$ cat config.mk
export PLATFORM = sky130hd
export DESIGN_NAME = dqm_mask_pipe
export DESIGN_NICKNAME = d
export VERILOG_FILES = /design/src/rtl/dqm_pkg.sv /design/src/rtl/dqm_ctrl.sv /design/src/rtl/dqm_datapath.sv /design/src/rtl/dqm_mask_pipe.sv
export SDC_FILE = /design/constraint.sdc
export NUM_CORES = 1
export LEC_CHECK = 0
export ABC_AREA = 1
export ABC_CLOCK_PERIOD_IN_PS = 1400
export BUFFER_PORTS_ARGS = -buffer_cell sky130_fd_sc_hd__buf_2
export CAP_MARGIN = 20
export CORE_MARGIN = 2
export CORE_UTILIZATION = 26
export CTS_BUF_LIST = sky130_fd_sc_hd__clkbuf_4 sky130_fd_sc_hd__clkbuf_8
export DETAILED_ROUTE_END_ITERATION = 10
export MAX_ROUTING_LAYER = met4
export PLACE_DENSITY_LB_ADDON = 0.08
export SYNTH_ARGS = -nofsm -noshare
export SYNTH_HDL_FRONTEND = slang
export SYNTH_SLANG_ARGS = --single-unit
$ cat constraint.sdc
create_clock -name clk -period 1.4 [get_ports clk]
set_clock_uncertainty 0.2 [all_clocks]
set_input_delay 0.14 -clock clk [delete_from_list [all_inputs] [get_ports clk]]
set_output_delay 0.14 -clock clk [all_outputs]
set_load 0.01 [all_outputs]
$ cat src/rtl/dqm_pkg.sv
package dqm_pkg;
  localparam int MAX_LANES = 2;
  localparam int BYTE_W    = 8;
  localparam int RD_LAT    = 2;

  typedef struct packed {
    logic [MAX_LANES-1:0] rdEn;
    logic [MAX_LANES-1:0] wrEn;
  } laneStrb_t;
endpackage

$ cat src/rtl/dqm_ctrl.sv
module dqm_ctrl
  import dqm_pkg::*;
#(
  parameter int LANES = 2
) (
  input  logic             clk,
  input  logic             rstN,
  input  logic             writeMode,
  input  logic [LANES-1:0] maskIn,
  output laneStrb_t        strb
);
  logic [MAX_LANES-1:0] rdEnAll;
  logic [MAX_LANES-1:0] wrEnAll;
  logic [1:0]           warmCnt;

  // Edges since reset release, saturating; used only to bound assertion lookback.
  always_ff @(posedge clk or negedge rstN) begin
    if (!rstN)                 warmCnt <= 2'd0;
    else if (warmCnt != 2'd2)  warmCnt <= warmCnt + 2'd1;
  end

  for (genvar g = 0; g < MAX_LANES; g++) begin : gLane
    if (g < LANES) begin : gLive
      // One bit per stage; 1 means the lane is disabled.
      logic [RD_LAT-1:0] offPipe;
      always_ff @(posedge clk or negedge rstN) begin
        if (!rstN) offPipe <= '1;
        else       offPipe <= {offPipe[RD_LAT-2:0], maskIn[g] | writeMode};
      end
      assign rdEnAll[g] = ~offPipe[RD_LAT-1];
      assign wrEnAll[g] = writeMode & ~maskIn[g];

      a_r2_read_latency: assert property (@(posedge clk) disable iff (!rstN)
        (warmCnt == 2'd2) |-> (rdEnAll[g] == !($past(maskIn[g], 2) || $past(writeMode, 2))));
      a_r7_write_blanks_read: assert property (@(posedge clk) disable iff (!rstN)
        (warmCnt == 2'd2 && $past(writeMode, 2)) |-> !rdEnAll[g]);
    end else begin : gIdle
      assign rdEnAll[g] = 1'b0;
      assign wrEnAll[g] = 1'b0;
    end
  end

  assign strb.rdEn = rdEnAll;
  assign strb.wrEn = wrEnAll;

  a_r1_reset_quiet: assert property (@(posedge clk) disable iff (!rstN)
    (warmCnt != 2'd2) |-> (strb.rdEn == '0));
  a_r6_read_no_write: assert property (@(posedge clk) disable iff (!rstN)
    !writeMode |-> (strb.wrEn == '0));
endmodule

$ cat src/rtl/dqm_datapath.sv
module dqm_datapath
  import dqm_pkg::*;
#(
  parameter int LANES = 2,
  localparam int DW   = LANES * BYTE_W
) (
  input  laneStrb_t        strb,
  input  logic [DW-1:0]    rdDataIn,
  input  logic [DW-1:0]    wrDataIn,
  output logic [DW-1:0]    rdDataOut,
  output logic [LANES-1:0] rdOutEn,
  output logic [LANES-1:0] wrByteEn,
  output logic [DW-1:0]    wrDataOut
);
  for (genvar g = 0; g < LANES; g++) begin : gByte
    assign rdOutEn[g]  = strb.rdEn[g];
    assign wrByteEn[g] = strb.wrEn[g];
    assign rdDataOut[g*BYTE_W +: BYTE_W] =
      strb.rdEn[g] ? rdDataIn[g*BYTE_W +: BYTE_W] : '0;
    assign wrDataOut[g*BYTE_W +: BYTE_W] =
      strb.wrEn[g] ? wrDataIn[g*BYTE_W +: BYTE_W] : '0;
  end
endmodule

$ cat src/rtl/dqm_mask_pipe.sv
module dqm_mask_pipe
  import dqm_pkg::*;
#(
  parameter bit  X16  = 1'b1,
  localparam int LANES = X16 ? 2 : 1,
  localparam int DW    = LANES * BYTE_W
) (
  input  logic             clk,
  input  logic             rstN,
  input  logic             writeMode,
  input  logic [LANES-1:0] maskIn,
  input  logic [DW-1:0]    rdDataIn,
  input  logic [DW-1:0]    wrDataIn,
  output logic [DW-1:0]    rdDataOut,
  output logic [LANES-1:0] rdOutEn,
  output logic [LANES-1:0] wrByteEn,
  output logic [DW-1:0]    wrDataOut
);
  laneStrb_t strb;

  dqm_ctrl #(.LANES(LANES)) u_ctrl (
    .clk       (clk),
    .rstN      (rstN),
    .writeMode (writeMode),
    .maskIn    (maskIn),
    .strb      (strb)
  );

  dqm_datapath #(.LANES(LANES)) u_data (
    .strb      (strb),
    .rdDataIn  (rdDataIn),
    .wrDataIn  (wrDataIn),
    .rdDataOut (rdDataOut),
    .rdOutEn   (rdOutEn),
    .wrByteEn  (wrByteEn),
    .wrDataOut (wrDataOut)
  );

  for (genvar g = 0; g < LANES; g++) begin : gChk
    a_r5_masked_write_zero: assert property (@(posedge clk) disable iff (!rstN)
      (writeMode && maskIn[g]) |-> (wrDataOut[g*BYTE_W +: BYTE_W] == '0));
    a_r4_write_same_cycle: assert property (@(posedge clk) disable iff (!rstN)
      (writeMode && !maskIn[g]) |-> (wrByteEn[g] &&
        wrDataOut[g*BYTE_W +: BYTE_W] == wrDataIn[g*BYTE_W +: BYTE_W]));
    a_r3_off_lane_zero: assert property (@(posedge clk) disable iff (!rstN)
      !rdOutEn[g] |-> (rdDataOut[g*BYTE_W +: BYTE_W] == '0));
  end
endmodule

==> summary by stage, run 1 <==
Floorplanning
The initial utilization of the core area, before any placement, comes to between 20% and 30%. The area of the core is roughly 1500 um2. The x dimension of the die is about 43 um. The vertical die dimension is 43.3 um. The floorplan has 14 rows.

The die covers approximately 1900 um2. The count of pins on the block boundary is between 70 and 80.

Worst setup path
In this design, the largest share of critical-path delay is due to flip-flops. Among the stages of the critical path, the cell type that occurs most often is buf_2. The slowest stage of the critical path belongs to the cell dfstp_2.

STA classifies the critical path endpoint as an output port. The delay contributed by the slowest stage of the critical path is approximately 0.52 ns. The critical path contains buffers and inverters numbering 2 combined. The maximum fanout count along the critical path is 4. The worst endpoint data arrival time is 1.05 ns. In this run the register-to-register setup slack is approximately 0.64 ns. The critical path is of the reg -> out type. The critical path goes through buf_2 -> nor2_1 -> buf_2. At the worst endpoint, the required time is around 1.1 ns.

The critical path startpoint category is a register.

Place
The count of buffers inserted at the top-level ports is 72. The detailed placement HPWL is around 940 um. The post-place setup slack is roughly 0.27 ns. Routability-driven placement finished with a final weighted congestion of roughly 0.66.

Synth
The synthesized netlist occupies a cell area of between 400 and 500 um2. The number of different library cells used by synthesis comes to 6. The average footprint of a synthesized cell is around 5.0 um2.

When the netlist entered floorplanning its net count stood at approximately 120. Synthesis inferred 4 register bits. The synthesized instance count is between 80 and 90. Yosys printed 0 warnings.

Summing the sequential cell areas from Yosys gives a little over a quarter of the chip area.

Clock tree
In this run the number of H-tree levels came out at 1. The clock net sink count is 4. Clock latency on the worst-skew pair, taken at its later pin, is between 0.2 and 0.25 ns. Clock-pin slew was measured on the worst setup and hold paths at ~0.040 ns.

The number of buffers added by the clock tree synthesis step is 3. The clock root buffer is clkbuf_4. The maximum buffer depth of the clock tree is 2. TritonCTS built the clock tree.

Cells and area
Summing all flip-flop and latch instances after layout gives about 110 um2. The net count reported at finish is between 150 and 200. The antenna cell count is 0. u_ctrl.gLane.gLive.offPipe holds more flip-flops than any other register. The largest registers in the layout are u_ctrl.gLane.gLive.offPipe: 4 flops. The total area of multi-input combinational cells is about 140 um2.

The number of flip-flops under the largest register name is 4. After filler insertion, the fill cell instance count of the layout stands at between 150 and 200. The synthesis-to-finish area growth is 111%. The post-route netlist has 51.9% of its cells at a drive strength greater than 1.

STA
The worst-case setup margin in the final layout is roughly 0.011 ns. For the pin with the worst max-slew slack, the measured transition is approximately 0.16 ns. The period utilization is ~99%. The max-slew violation total from the final report is 0. The clock period minus final worst setup slack is roughly 1.4 ns.

Timing would allow up to 720 MHz. The relative max-transition margin is ~89%. The hold violation count in the final report came to 0. The count of endpoints failing setup in the final report is 0.

Setup repair after global routing could not meet its margin everywhere.

Global route
The maximum number of pins on one net before global-route repair is 10. The final global-route overflow total is 0. The via count of the first global-routing pass is roughly 490. The combined global-route utilization of all metal layers is 13.1%. The first global-routing pass estimated ~1.8 mm of wire. The number of antenna violations at the first check in global routing is 0.

Power and ir drop
The post-layout total power is between 400 and 500 uW. In this run the power density over the cells is approximately 520 nW/um2. Across the VDD grid, the largest voltage drop is 0.240 mV.

For this design the static power due to leakage is ~0.00070 uW.

Detailed routing
The total DRC errors in the routed layout is 0. The detailed-route via count is around 650. The final layout contains routed wiring with a total length of 1.17 mm. Dividing the detail-routed via count by the number of cells gives 3.68.

For this run, the detailed router's first-pass iteration total came to 3. The count of nets left with antenna violations once routing finished came out at 0. In the final routed layout, each cell accounts on average for ~6.7 um. The count of routing violations after the opening detailed-route iteration is 3.

Job
The max-cap violation count is 0.

Hold path
The classification of the worst-slack hold path is reg -> reg.

Status
The run finished with clean final reports.
==> power by group <==
group	total [uW]	switching [uW]	internal, uW	leakage [uW]
registers	131	4.49	127	0.0000422
clock network	139	43.0	95.6	0.0000138
logic	173	82.8	89.7	0.000641
total	443	130	312	0.000697
==> Yosys cell counts <==
cell type / number / area [um2]
buf_2: 2 / 10.0
dfstp_2: 4 / 105
inv_1: 39 / 146
nand2_1: 2 / 7.51
nand2_2: 2 / 12.5
nor2_1: 32 / 120
==> what timing repair did <==
action | CTS | global route
gates resized for setup | 0 | 2
endpoints found under the hold margin | 6 | 0
setup endpoints to repair | 0 | 16
setup buffers | 0 | 2
hold buffers | 4 | 0
==> kinds of logic (layout without fill, tap and decap cells) <==
logic type | Yosys count | in the layout | share of synthesized area [%]
buffers and inverters | 41 | 120 | 38.9
AND/OR/NAND/NOR | 36 | 36 | 34.9
flip-flops | 4 | 4 | 26.2
==> per-layer routing <==
layer / GRT usage, % / vias to the layer above / share of wire (%)
met5: - / - / 0
met2: 20.9 / 47 / 45
met3: 5.53 / 0 / 18
met1: 13.5 / 240 / 37
li1: - / 361 / -
met4: 7.27 / 0 / 0
==> cells in the final DEF, fill, tap and decap left out <==
cell type,count
buf_2,73
buf_4,1
dfstp_2,4
nand2_2,2
inv_1,39
nor2_1,32
nand2_1,2
dlygate4sd3_1,4
clkbuf_4,3
==> through the flow <==
stage	hold WS [ns]	instances	utilization [%]	cell area, um2	setup TNS (ns)
after global routing	0.154	176	57.6	847	-0.299
final	0.152	176	57.6	847	0
after global placement	-0.0739	167	52.5	772	0
after CTS	0.153	174	56.7	835	0
after detailed placement	-0.0698	167	52.5	772	0
after floorplan	-0.208	81	-	402	0
==> area by class of cell <==
cell class | count | area share (%)
timing repair buffer | 78 | 48.7
inverter | 39 | 17.3
multi-input combinational | 36 | 16.5
sequential | 4 | 12.4
clock buffer | 3 | 2.66
tap | 16 | 2.36
==> final timing paths <==
path | start | cells past startpoint | to
max | u_ctrl.gLane[0].gLive.offPipe[1]$_DFF_PN1_ | 3 | rdDataOut[1]
min | u_ctrl.gLane[1].gLive.offPipe[0]$_DFF_PN1_ | 0 | u_ctrl.gLane[1].gLive.offPipe[1]$_DFF_PN1_
max reg2reg | u_ctrl.gLane[0].gLive.offPipe[0]$_DFF_PN1_ | 0 | u_ctrl.gLane[0].gLive.offPipe[1]$_DFF_PN1_
min reg2reg | u_ctrl.gLane[1].gLive.offPipe[0]$_DFF_PN1_ | 0 | u_ctrl.gLane[1].gLive.offPipe[1]$_DFF_PN1_
max in group asynchronous | rstN | 2 | u_ctrl.gLane[1].gLive.offPipe[1]$_DFF_PN1_
min in group asynchronous | rstN | 2 | u_ctrl.gLane[0].gLive.offPipe[1]$_DFF_PN1_
(Power assumes the default switching activity.)
==> inputs of run 2 (changes only) <==
--- a/config.mk
+++ b/config.mk
@@ -8,13 +8,15 @@
 export ABC_AREA = 1
 export ABC_CLOCK_PERIOD_IN_PS = 1400
 export BUFFER_PORTS_ARGS = -buffer_cell sky130_fd_sc_hd__buf_2
-export CAP_MARGIN = 20
+export CAP_MARGIN = 0
 export CORE_MARGIN = 2
-export CORE_UTILIZATION = 26
+export CORE_UTILIZATION = 28
 export CTS_BUF_LIST = sky130_fd_sc_hd__clkbuf_4 sky130_fd_sc_hd__clkbuf_8
 export DETAILED_ROUTE_END_ITERATION = 10
 export MAX_ROUTING_LAYER = met4
 export PLACE_DENSITY_LB_ADDON = 0.08
+export SETUP_SLACK_MARGIN = 0.1
 export SYNTH_ARGS = -nofsm -noshare
 export SYNTH_HDL_FRONTEND = slang
+export SYNTH_HIERARCHICAL = 1
 export SYNTH_SLANG_ARGS = --single-unit
==> run 2 against run 1 <==
  * Critical path depth grew 1
  * Cell count is 2.3% lower
  * Via count shrank 0.46%
  * Final area rose by 1.0%
  * Die area is 0.32% higher
  * Maximum frequency grew 0.99%
  * Utilization grew 0.60 points
  * Combinational power about the same
  * Clock-buffer cell count unchanged
  * Largest power group unchanged
  * Non-clock buffer count down 2
  * Critical path type unchanged
  * Sequential share of layout area is 0.13 points lower
  * Routed wire length shrank 2.2%
==> summary by stage, run 2 <==
Status
The run finished with clean final reports.

Worst setup path
The depth of the most critical reg-to-reg path was 0 (unchanged). The maximum fanout count along the critical path is 9 (+5). The endpoint of the lowest-slack register-to-register path is u_ctrl/gLane[1].gLive.offPipe[1]$_DFF_PN1_. The delay contributed by the slowest stage of the critical path was 0.53 ns (about the same).

The critical path's top delay family is flip-flops. The worst reg-to-reg setup slack is 0.64 ns (about the same). The buffering stage count on the worst path with inverters included is 3 (+1). STA classifies the critical path endpoint as an output port. The slowest cell on the critical path is dfstp_2.

The reg-to-reg startpoint is u_ctrl/gLane[1].gLive.offPipe[0]$_DFF_PN1_. Walking the worst path, the cells encountered are inv_4 -> nand2_1 -> inv_1 -> buf_2. The worst endpoint data arrival time is 1.04 ns (about the same).

The required time of the worst setup path came to 1.06 ns (about the same). The category of the most critical setup path is reg -> out. The logic depth of the worst setup path including buffers came to 4 (+1).

The critical path startpoint category is a register.

STA
Setup repair after global routing could not meet its margin everywhere. The transition at the pin with the smallest max-transition slack is 0.302 ns (+0.144 ns). The count of endpoints failing setup in the final report is 0 (unchanged). The hold violation count in the final report came to 0 (unchanged).

The clock period minus final worst setup slack is 1.38 ns (-0.0136 ns). The worst hold slack across all endpoints came to 0.152 ns (-0.000351 ns). The period utilization was 98.2% (-0.97 points). The fmax is 727 MHz (+0.99%). The relative max-transition margin came to 79.8% (-9.6 points). The max-slew violation total from the final report is 0 (unchanged). The total negative slack came to 0 ns (unchanged).

Job
The max-cap violation count was 0 (unchanged).

Clock tree
The number of buffers inserted to repair setup after CTS is 0 (unchanged). The level count of the clock H-tree is 1 (unchanged). The CTS tree is yes. The clock-pin transition on the worst setup and hold timing paths is 0.04 ns (about the same). The maximum buffer depth of the clock tree was 2 (unchanged). The clock root buffer is clkbuf_4. The number of buffers added by the clock tree synthesis step is 3 (unchanged). The latest clock arrival within the worst-skew pair came to 0.23 ns (about the same). The clock net sink count is 4 (unchanged).

Synth
The biggest area contributor in the post-synthesis netlist is inv_1. The number of library cell types mapped by synthesis is 7 (+1). The fraction of synthesized cell area taken by the top area cell type is 31.1% (-5.3 points). The average footprint of a synthesized cell is 5.11 um2 (+3.0%). Among all cell types in the netlist, the one instantiated most often is inv_1. The prevailing post-synth register cell is dfstp_2. The number of synthesis warnings is 6 (+6).

The commonest cells after synthesis are inv_1, nand2_1, buf_2, buf_4, dfstp_2. After synthesis, the cell types taking the most area are inv_1, nand2_1, dfstp_2. The synthesized instance count came to 85 (+4.9%). The async set-reset flop share out of synthesis is 100% (unchanged). The combined area of all synthesized cells was 434 um2 (+8.1%).

The synthesized flop and latch total is 4 (unchanged). The sequential share of the synthesized area is 24.2% (-2.0 points). The post-synth net total was 122 (+3.4%). The number of synthesized flops with an enable pin is 0 (unchanged).

Place
The detailed placement HPWL came to 967 um (+2.6%). The number of placed instances with taps included is 165 (-1.2%). The routability congestion estimate was 0.629 (-4.5%). The count of buffers inserted at the top-level ports was 72 (unchanged). The post-placement cell area came to 764 um2 (-0.97%).

Floorplanning
The starting utilization of the core area came to 29.5% (+2.2 points). The area of the core is 1470 um2 (unchanged). The count of pins on the block boundary is 73 (unchanged). The vertical die dimension is 43.4 um (+0.16%).

The cell row count is 14 (unchanged). The x dimension of the die is 43.4 um (+0.16%). The total die area is 1880 um2 (+0.32%).

Hold path
For hold timing, the worst endpoint is u_ctrl/gLane[0].gLive.offPipe[1]$_DFF_PN1_. In this run the most critical hold path is launched from u_ctrl/gLane[0].gLive.offPipe[0]$_DFF_PN1_. The hold-critical path depth is 0 (unchanged). The worst hold path belongs to the class reg -> reg.

Cells and area
The share of final-layout standard cells stronger than drive strength 1 is 55.8% (+3.9 points). The synthesis-to-finish area growth is 97.1%. The total area of multi-input combinational cells is 145 um2 (+3.6%). The number of fill cells in the layout is 135 (-15%).

The combined flip-flop and latch cell area came to 105 um2 (unchanged). The number of flip-flops under the largest register name is 4 (unchanged). Ranked by flip-flop count, first place goes to u_ctrl/gLane.gLive.offPipe.

The net count reported at finish is 195 (-2.0%). Leaving out fill and tap cells, the most frequent cells in the layout are buf_2, inv_1, nand2_1. The final design instance area without fill is 856 um2 (+1.0%). The most common cell after layout, fill and taps aside is buf_2.

The antenna cell count was 0 (unchanged). The count of non-filler cells in the finished layout is 172 (-2.3%). In the final layout, the registers with the most flip-flops are u_ctrl/gLane.gLive.offPipe: 4 flops.

Detailed routing
The via density per instance is 3.75 (+1.9%). The total DRC errors in the routed layout is 0 (unchanged). The count of TritonRoute iterations in the first routing pass is 2 (-1). The post-detailed-route wirelength per cell is 6.66 um (about the same).

The detailed-route via count is 645 (-0.46%). The number of nets with antenna violations after routing was 0 (unchanged). The count of routing violations after the opening detailed-route iteration is 2 (-1). The post-detailed-routing wire length is 1.15 mm (-2.2%).

Global route
The combined global-route utilization of all metal layers is 12.4% (-0.77 points). The maximum number of pins on one net before global-route repair is 10 (unchanged). The number of antenna violations at the first check in global routing is 0 (unchanged).

The final global-route overflow total is 0 (unchanged). The via count of the first global-routing pass is 488 (-0.81%). The wire length of the first global-routing pass is 1.66 mm (-7.7%).

Power and ir drop
The largest vdd supply drop is 0.450 mV (+87%). The post-layout total power is 443 uW (about the same). The static power due to leakage is 0.000766 uW (+9.9%).

The areal power density over the cells was 518 nW/um2 (-0.95%).
-- run 2: worst max path at each step --
stage                                               startpoint       endpoint  slack [ns]
finish              u_ctrl/gLane[0].gLive.offPipe[1]$_DFF_PN1_   rdDataOut[5]        0.02
CTS                 u_ctrl/gLane[0].gLive.offPipe[1]$_DFF_PN1_   rdDataOut[5]        0.01
detailed placement  u_ctrl/gLane[0].gLive.offPipe[1]$_DFF_PN1_   rdDataOut[5]        0.20
floorplan           u_ctrl/gLane[0].gLive.offPipe[1]$_DFF_PN1_   rdDataOut[0]        0.28
global placement    u_ctrl/gLane[1].gLive.offPipe[1]$_DFF_PN1_  rdDataOut[11]        0.22
global route        u_ctrl/gLane[0].gLive.offPipe[1]$_DFF_PN1_   rdDataOut[4]       -0.04
-- run 2: final cells by class --
type / count / share of cell area, %
clock buffers: 3 / 2.63
inverters: 37 / 16.8
multi-input cells: 36 / 17.0
flip-flops and latches: 4 / 12.3
well taps: 16 / 2.34
repair buffers: 76 / 49.0
-- run 2: power breakdown --
part / internal (uW) / leakage [uW] / switching [uW]
logic: 89.5 / 0.000710 / 84.1
clock network: 95.7 / 0.0000138 / 43.9
registers: 127 / 0.0000422 / 2.95
total: 312 / 0.000766 / 131
-- run 2: cell families (layout without fill, tap and decap cells) --
kind of cell | Yosys count | count (layout) | share of synthesized area, %
buffers and inverters | 45 | 116 | 43.5
AND/OR/NAND/NOR | 36 | 36 | 32.3
flip-flops | 4 | 4 | 24.2
-- run 2: stage by stage --
stage               utilization, %  setup WS [ns]
global placement              52.0          0.218
detailed placement            52.0          0.201
floorplan                        -          0.280
CTS                           56.5         0.0122
global route                  58.2        -0.0414
finish                        58.2         0.0246
-- run 2: what timing repair did --
item,CTS,global route
resized for setup,4,6
hold buffers,4,0
pin swaps,0,0
hold endpoints to repair,6,0
setup endpoints to repair,18,18
-- run 2: metal layers --
| layer | GRT usage [%] | part of all wire [%] | vias to the layer above |
|---|---|---|---|
| met5 | - | 0 | - |
| met4 | 5.45 | 0 | 0 |
| met3 | 6.67 | 14 | 0 |
| li1 | - | - | 352 |
| met1 | 9.90 | 31 | 256 |
| met2 | 22.7 | 55 | 37 |
==> inputs of run 3 (changes only) <==
--- a/config.mk
+++ b/config.mk
@@ -5,12 +5,12 @@
 export SDC_FILE = /design/constraint.sdc
 export NUM_CORES = 1
 export LEC_CHECK = 0
-export ABC_AREA = 1
-export ABC_CLOCK_PERIOD_IN_PS = 1400
+export ABC_AREA = 0
+export ABC_CLOCK_PERIOD_IN_PS = 1300
 export BUFFER_PORTS_ARGS = -buffer_cell sky130_fd_sc_hd__buf_2
 export CAP_MARGIN = 0
 export CORE_MARGIN = 2
-export CORE_UTILIZATION = 28
+export CORE_UTILIZATION = 26
 export CTS_BUF_LIST = sky130_fd_sc_hd__clkbuf_4 sky130_fd_sc_hd__clkbuf_8
 export DETAILED_ROUTE_END_ITERATION = 10
 export MAX_ROUTING_LAYER = met4
@@ -18,5 +18,4 @@
 export SETUP_SLACK_MARGIN = 0.1
 export SYNTH_ARGS = -nofsm -noshare
 export SYNTH_HDL_FRONTEND = slang
-export SYNTH_HIERARCHICAL = 1
 export SYNTH_SLANG_ARGS = --single-unit
==> constraint.sdc (replaced) <==
create_clock -name clk -period 1.3 [get_ports clk]
set_clock_uncertainty 0.2 [all_clocks]
set_input_delay 0.13 -clock clk [delete_from_list [all_inputs] [get_ports clk]]
set_output_delay 0.13 -clock clk [all_outputs]
set_load 0.01 [all_outputs]
==> run 3 against run 2 <==
  * The run now ends with negative setup slack left
  * Clock power rose by 8%
  * Die area decreased by 0.62%
  * Combinational power grew 11%
  * Routed wire length increased by 21%
  * Area after synthesis fell by 7.8%
  * Critical path type unchanged
  * Register-to-register slack got worse by 0.11 ns
  * Synthesized cell count shrank 48%
  * Worst setup slack lost 0.15 ns
  * Critical path depth shrank 2
  * Non-clock buffer count rose by 2
  * Hold slack got worse by 0.059 ns
  * Flip-flop and latch count unchanged
==> summary by stage, run 3 <==
STA
The hold violation count in the final report is 0 (unchanged). The count of endpoints failing setup in the final report was 18 (+18). Setup repair after global routing could not meet its margin everywhere. The total negative slack is -1.43 ns (-1.43 ns). In the finished design, the share of the clock period the worst path needs comes to 110%. The smallest clock period supported by the final layout is computed as around 1.4 ns.

The transition at the pin with the smallest max-transition slack is 0.229 ns (-0.0726 ns). The worst-case setup margin in the final layout is -0.130 ns (-0.154 ns). The relative max-transition margin is 84.7% (+4.9 points).

For this run, the top clock speed supported by timing is approximately 700 MHz. The max-slew violation total from the final report is 0 (unchanged). The worst hold slack across all endpoints was 0.0929 ns (-0.0590 ns).

Detailed routing
The post-detailed-route wirelength per cell is 9.98 um (+50%). The count of TritonRoute iterations in the first routing pass is 2 (unchanged). The via density per instance is 4.35 (+16%). The count of routing violations after the opening detailed-route iteration is 1 (-1). The number of nets with antenna violations after routing is 0 (unchanged).

The total DRC errors in the routed layout is 0 (unchanged). The detailed-route via count came to 604 (-6.4%). The post-detailed-routing wire length is 1.39 mm (+21%).

Power and ir drop
The static power due to leakage came to 0.000592 uW (-23%). The areal power density over the cells is 565 nW/um2 (+9.3%). The largest vdd supply drop is 0.276 mV (-39%).

Cells and area
The number of flip-flops under the largest register name is 4 (unchanged). The antenna cell count was 0 (unchanged). The share of final-layout standard cells stronger than drive strength 1 is 68.3% (+13 points). In the layout the commonest cells are buf_2, and3b_1, nor2b_1. The largest registers in the layout are u_ctrl.gLane.gLive.offPipe: 4 flops. The net count reported at finish is 162 (-17%). The count of non-filler cells in the finished layout was 139 (-19%). The post-layout utilization of the core is 58.5% (+0.34 points). The synthesis-to-finish area growth is 115%. Counting flops per register, the top entry is u_ctrl.gLane.gLive.offPipe. The most common cell after layout, fill and taps aside is buf_2.

Floorplanning
The total die area is 1870 um2 (-0.62%). The count of pins on the block boundary came to 73 (unchanged). The vertical die dimension is 43.2 um (-0.31%). The cell row count is 14 (unchanged).

The x dimension of the die is 43.2 um (-0.31%). The area of the core is 1470 um2 (unchanged). The starting utilization of the core area is 27.2% (-2.3 points).

Clock tree
The latest clock arrival within the worst-skew pair is 0.23 ns (about the same). The level count of the clock H-tree is 1 (unchanged). The clock root buffer is clkbuf_4. TritonCTS built the clock tree.

The maximum buffer depth of the clock tree is 2 (unchanged). The number of buffers added by the clock tree synthesis step is 3 (unchanged). The clock-pin transition on the worst setup and hold timing paths was 0.04 ns (about the same).

The clock net sink count is 4 (unchanged).

Synth
The async set-reset flop share out of synthesis is 100% (unchanged). The post-synth net total is 81 (-34%). The synthesized instance count came to 44 (-48%).

After synthesis, the largest family of logic cells by area is simple AND/OR/NAND/NOR gates. In the post-synthesis netlist, the biggest area contributors are and3b_1, dfstp_2, nor2b_1. For this run, the leading register cell type out of synthesis is dfstp_2. The synthesized design spends more area on one cell type than any other, namely and3b_1. The most frequent cell after synthesis is and3b_1. The sequential share of the synthesized area is 26.3% (+2.0 points).

The area fraction in and, or, nand and nor cells after synthesis is 67.2% (+35 points). The average footprint of a synthesized cell is 9.10 um2 (+78%). The adder-cell share of the synthesized area is 0% (unchanged). The number of library cell types mapped by synthesis is 8 (+1). The complex-gate fraction of the synthesized area is 0% (unchanged).

The number of synthesized flops with an enable pin was 0 (unchanged). The share of cell area taken by muxes after synthesis is 0% (unchanged). The combined area of all synthesized cells was 400 um2 (-7.8%). The share of the synthesized netlist area taken by xor and xnor gates is 0% (unchanged). The number of synthesis warnings is 0 (-6). The synthesized flop and latch total is 4 (unchanged). The fraction of synthesized cell area taken by the top area cell type was 35.0% (+3.9 points). By count the netlist is led by and3b_1, nor2b_1, dfstp_2, and2b_1.

Hold path
The tightest min-delay check is of the in -> reg type. The startpoint identified for the worst hold timing path is writeMode. The worst hold endpoint is u_ctrl.gLane[1].gLive.offPipe[0]$_DFF_PN1_.

The hold-critical path depth is 2 (+2).

Global route
The wire length of the first global-routing pass came to 1.78 mm (+7.1%). The combined global-route utilization of all metal layers was 13.3% (+0.93 points). The met2 capacity usage during global routing is 23.0% (+0.30 points).

The via count of the first global-routing pass is 437 (-10%). The final global-route overflow total was 0 (unchanged). The maximum number of pins on one net before global-route repair is 21 (+11).

The peak-usage layer in the global routing report is met2. The met1 global-route usage is 11.7% (+1.8 points). The met3 track demand over resource in global routing is 5.11% (-1.6 points). The number of antenna violations at the first check in global routing is 0 (unchanged).

Worst setup path
The worst endpoint data arrival time was 1.10 ns (+0.06 ns). By startpoint and endpoint, the worst setup path is classified as reg -> out. The worst reg-to-reg setup slack is 0.53 ns (-0.11 ns). The buffering stage count on the worst path with inverters included is 1 (-2). The required time of the worst setup path is 0.97 ns (-0.09 ns). The slowest cell on the critical path is dfstp_2.

The signal on the critical path passes through and2b_1 -> buf_2. The delay contributed by the slowest stage of the critical path is 0.56 ns (+0.03 ns). The critical path startpoint category is a register.

The reg-to-reg startpoint is u_ctrl.gLane[1].gLive.offPipe[0]$_DFF_PN1_. The cell family contributing the most delay on the critical path is flip-flops. The endpoint of the lowest-slack register-to-register path is u_ctrl.gLane[1].gLive.offPipe[1]$_DFF_PN1_. The depth of the most critical reg-to-reg path is 0 (unchanged).

The maximum fanout count along the critical path is 6 (-3). The worst setup path is captured at an output port.

Place
The number of placed instances with taps included is 130 (-21%). The post-place setup slack came to 0.0809 ns (-0.120 ns). The routability congestion estimate is 0.702 (+12%). The count of buffers inserted at the top-level ports is 72 (unchanged).

Status
The flow ran to the end, but the final reports show violations. The checks that failed: negative setup slack.

Job
The max-cap violation count came to 0 (unchanged).
## run 3: timing repair
| item | in CTS | in global routing |
|---|---|---|
| hold buffers | 3 | 0 |
| buffers inserted | 1 | 2 |
| gates resized for setup | 4 | 6 |
| endpoints found under the hold margin | 6 | 0 |
| setup endpoints to repair | 18 | 18 |
## run 3: layer usage
layer	part of all wire [%]	vias up	routed length (um)
met5	0	-	0
met1	31	262	428
met3	13	0	175
li1	-	304	-
met4	0	0	0
met2	56	38	783
## run 3: cell families after synthesis
logic type	after synthesis
AND/OR/NAND/NOR	36
flip-flops	4
buffers and inverters	4
## run 3: power by group
part	internal, uW	switching [uW]
Combinational	114	79.7
Sequential	137	4.62
Clock	103	48.2
Total	354	133
## run 3: worst max path at each step
stage / start / endpoint / slack [ns] / cells past startpoint
floorplan: u_ctrl.gLane[0].gLive.offPipe[1]$_DFF_PN1_ / rdDataOut[2] / 0.20 / 1
global placement: u_ctrl.gLane[0].gLive.offPipe[1]$_DFF_PN1_ / rdDataOut[2] / 0.09 / 2
detailed placement: u_ctrl.gLane[0].gLive.offPipe[1]$_DFF_PN1_ / rdDataOut[2] / 0.08 / 2
CTS: u_ctrl.gLane[0].gLive.offPipe[1]$_DFF_PN1_ / rdDataOut[2] / -0.14 / 2
global route: u_ctrl.gLane[0].gLive.offPipe[1]$_DFF_PN1_ / rdDataOut[5] / -0.18 / 2
finish: u_ctrl.gLane[0].gLive.offPipe[1]$_DFF_PN1_ / rdDataOut[2] / -0.13 / 2
## run 3: stage by stage
step,power (uW),area (um2)
floorplan,219,400
CTS,489,832
global placement,313,762
finish,487,861
global route,522,861
detailed placement,316,762
## run 3: area by class of cell
class,count,area [um2]
inverter,2,7.51
fill,128,611
clock buffer,3,22.5
sequential,4,105
timing repair buffer,78,437
multi-input combinational,36,269
tap,16,20.0
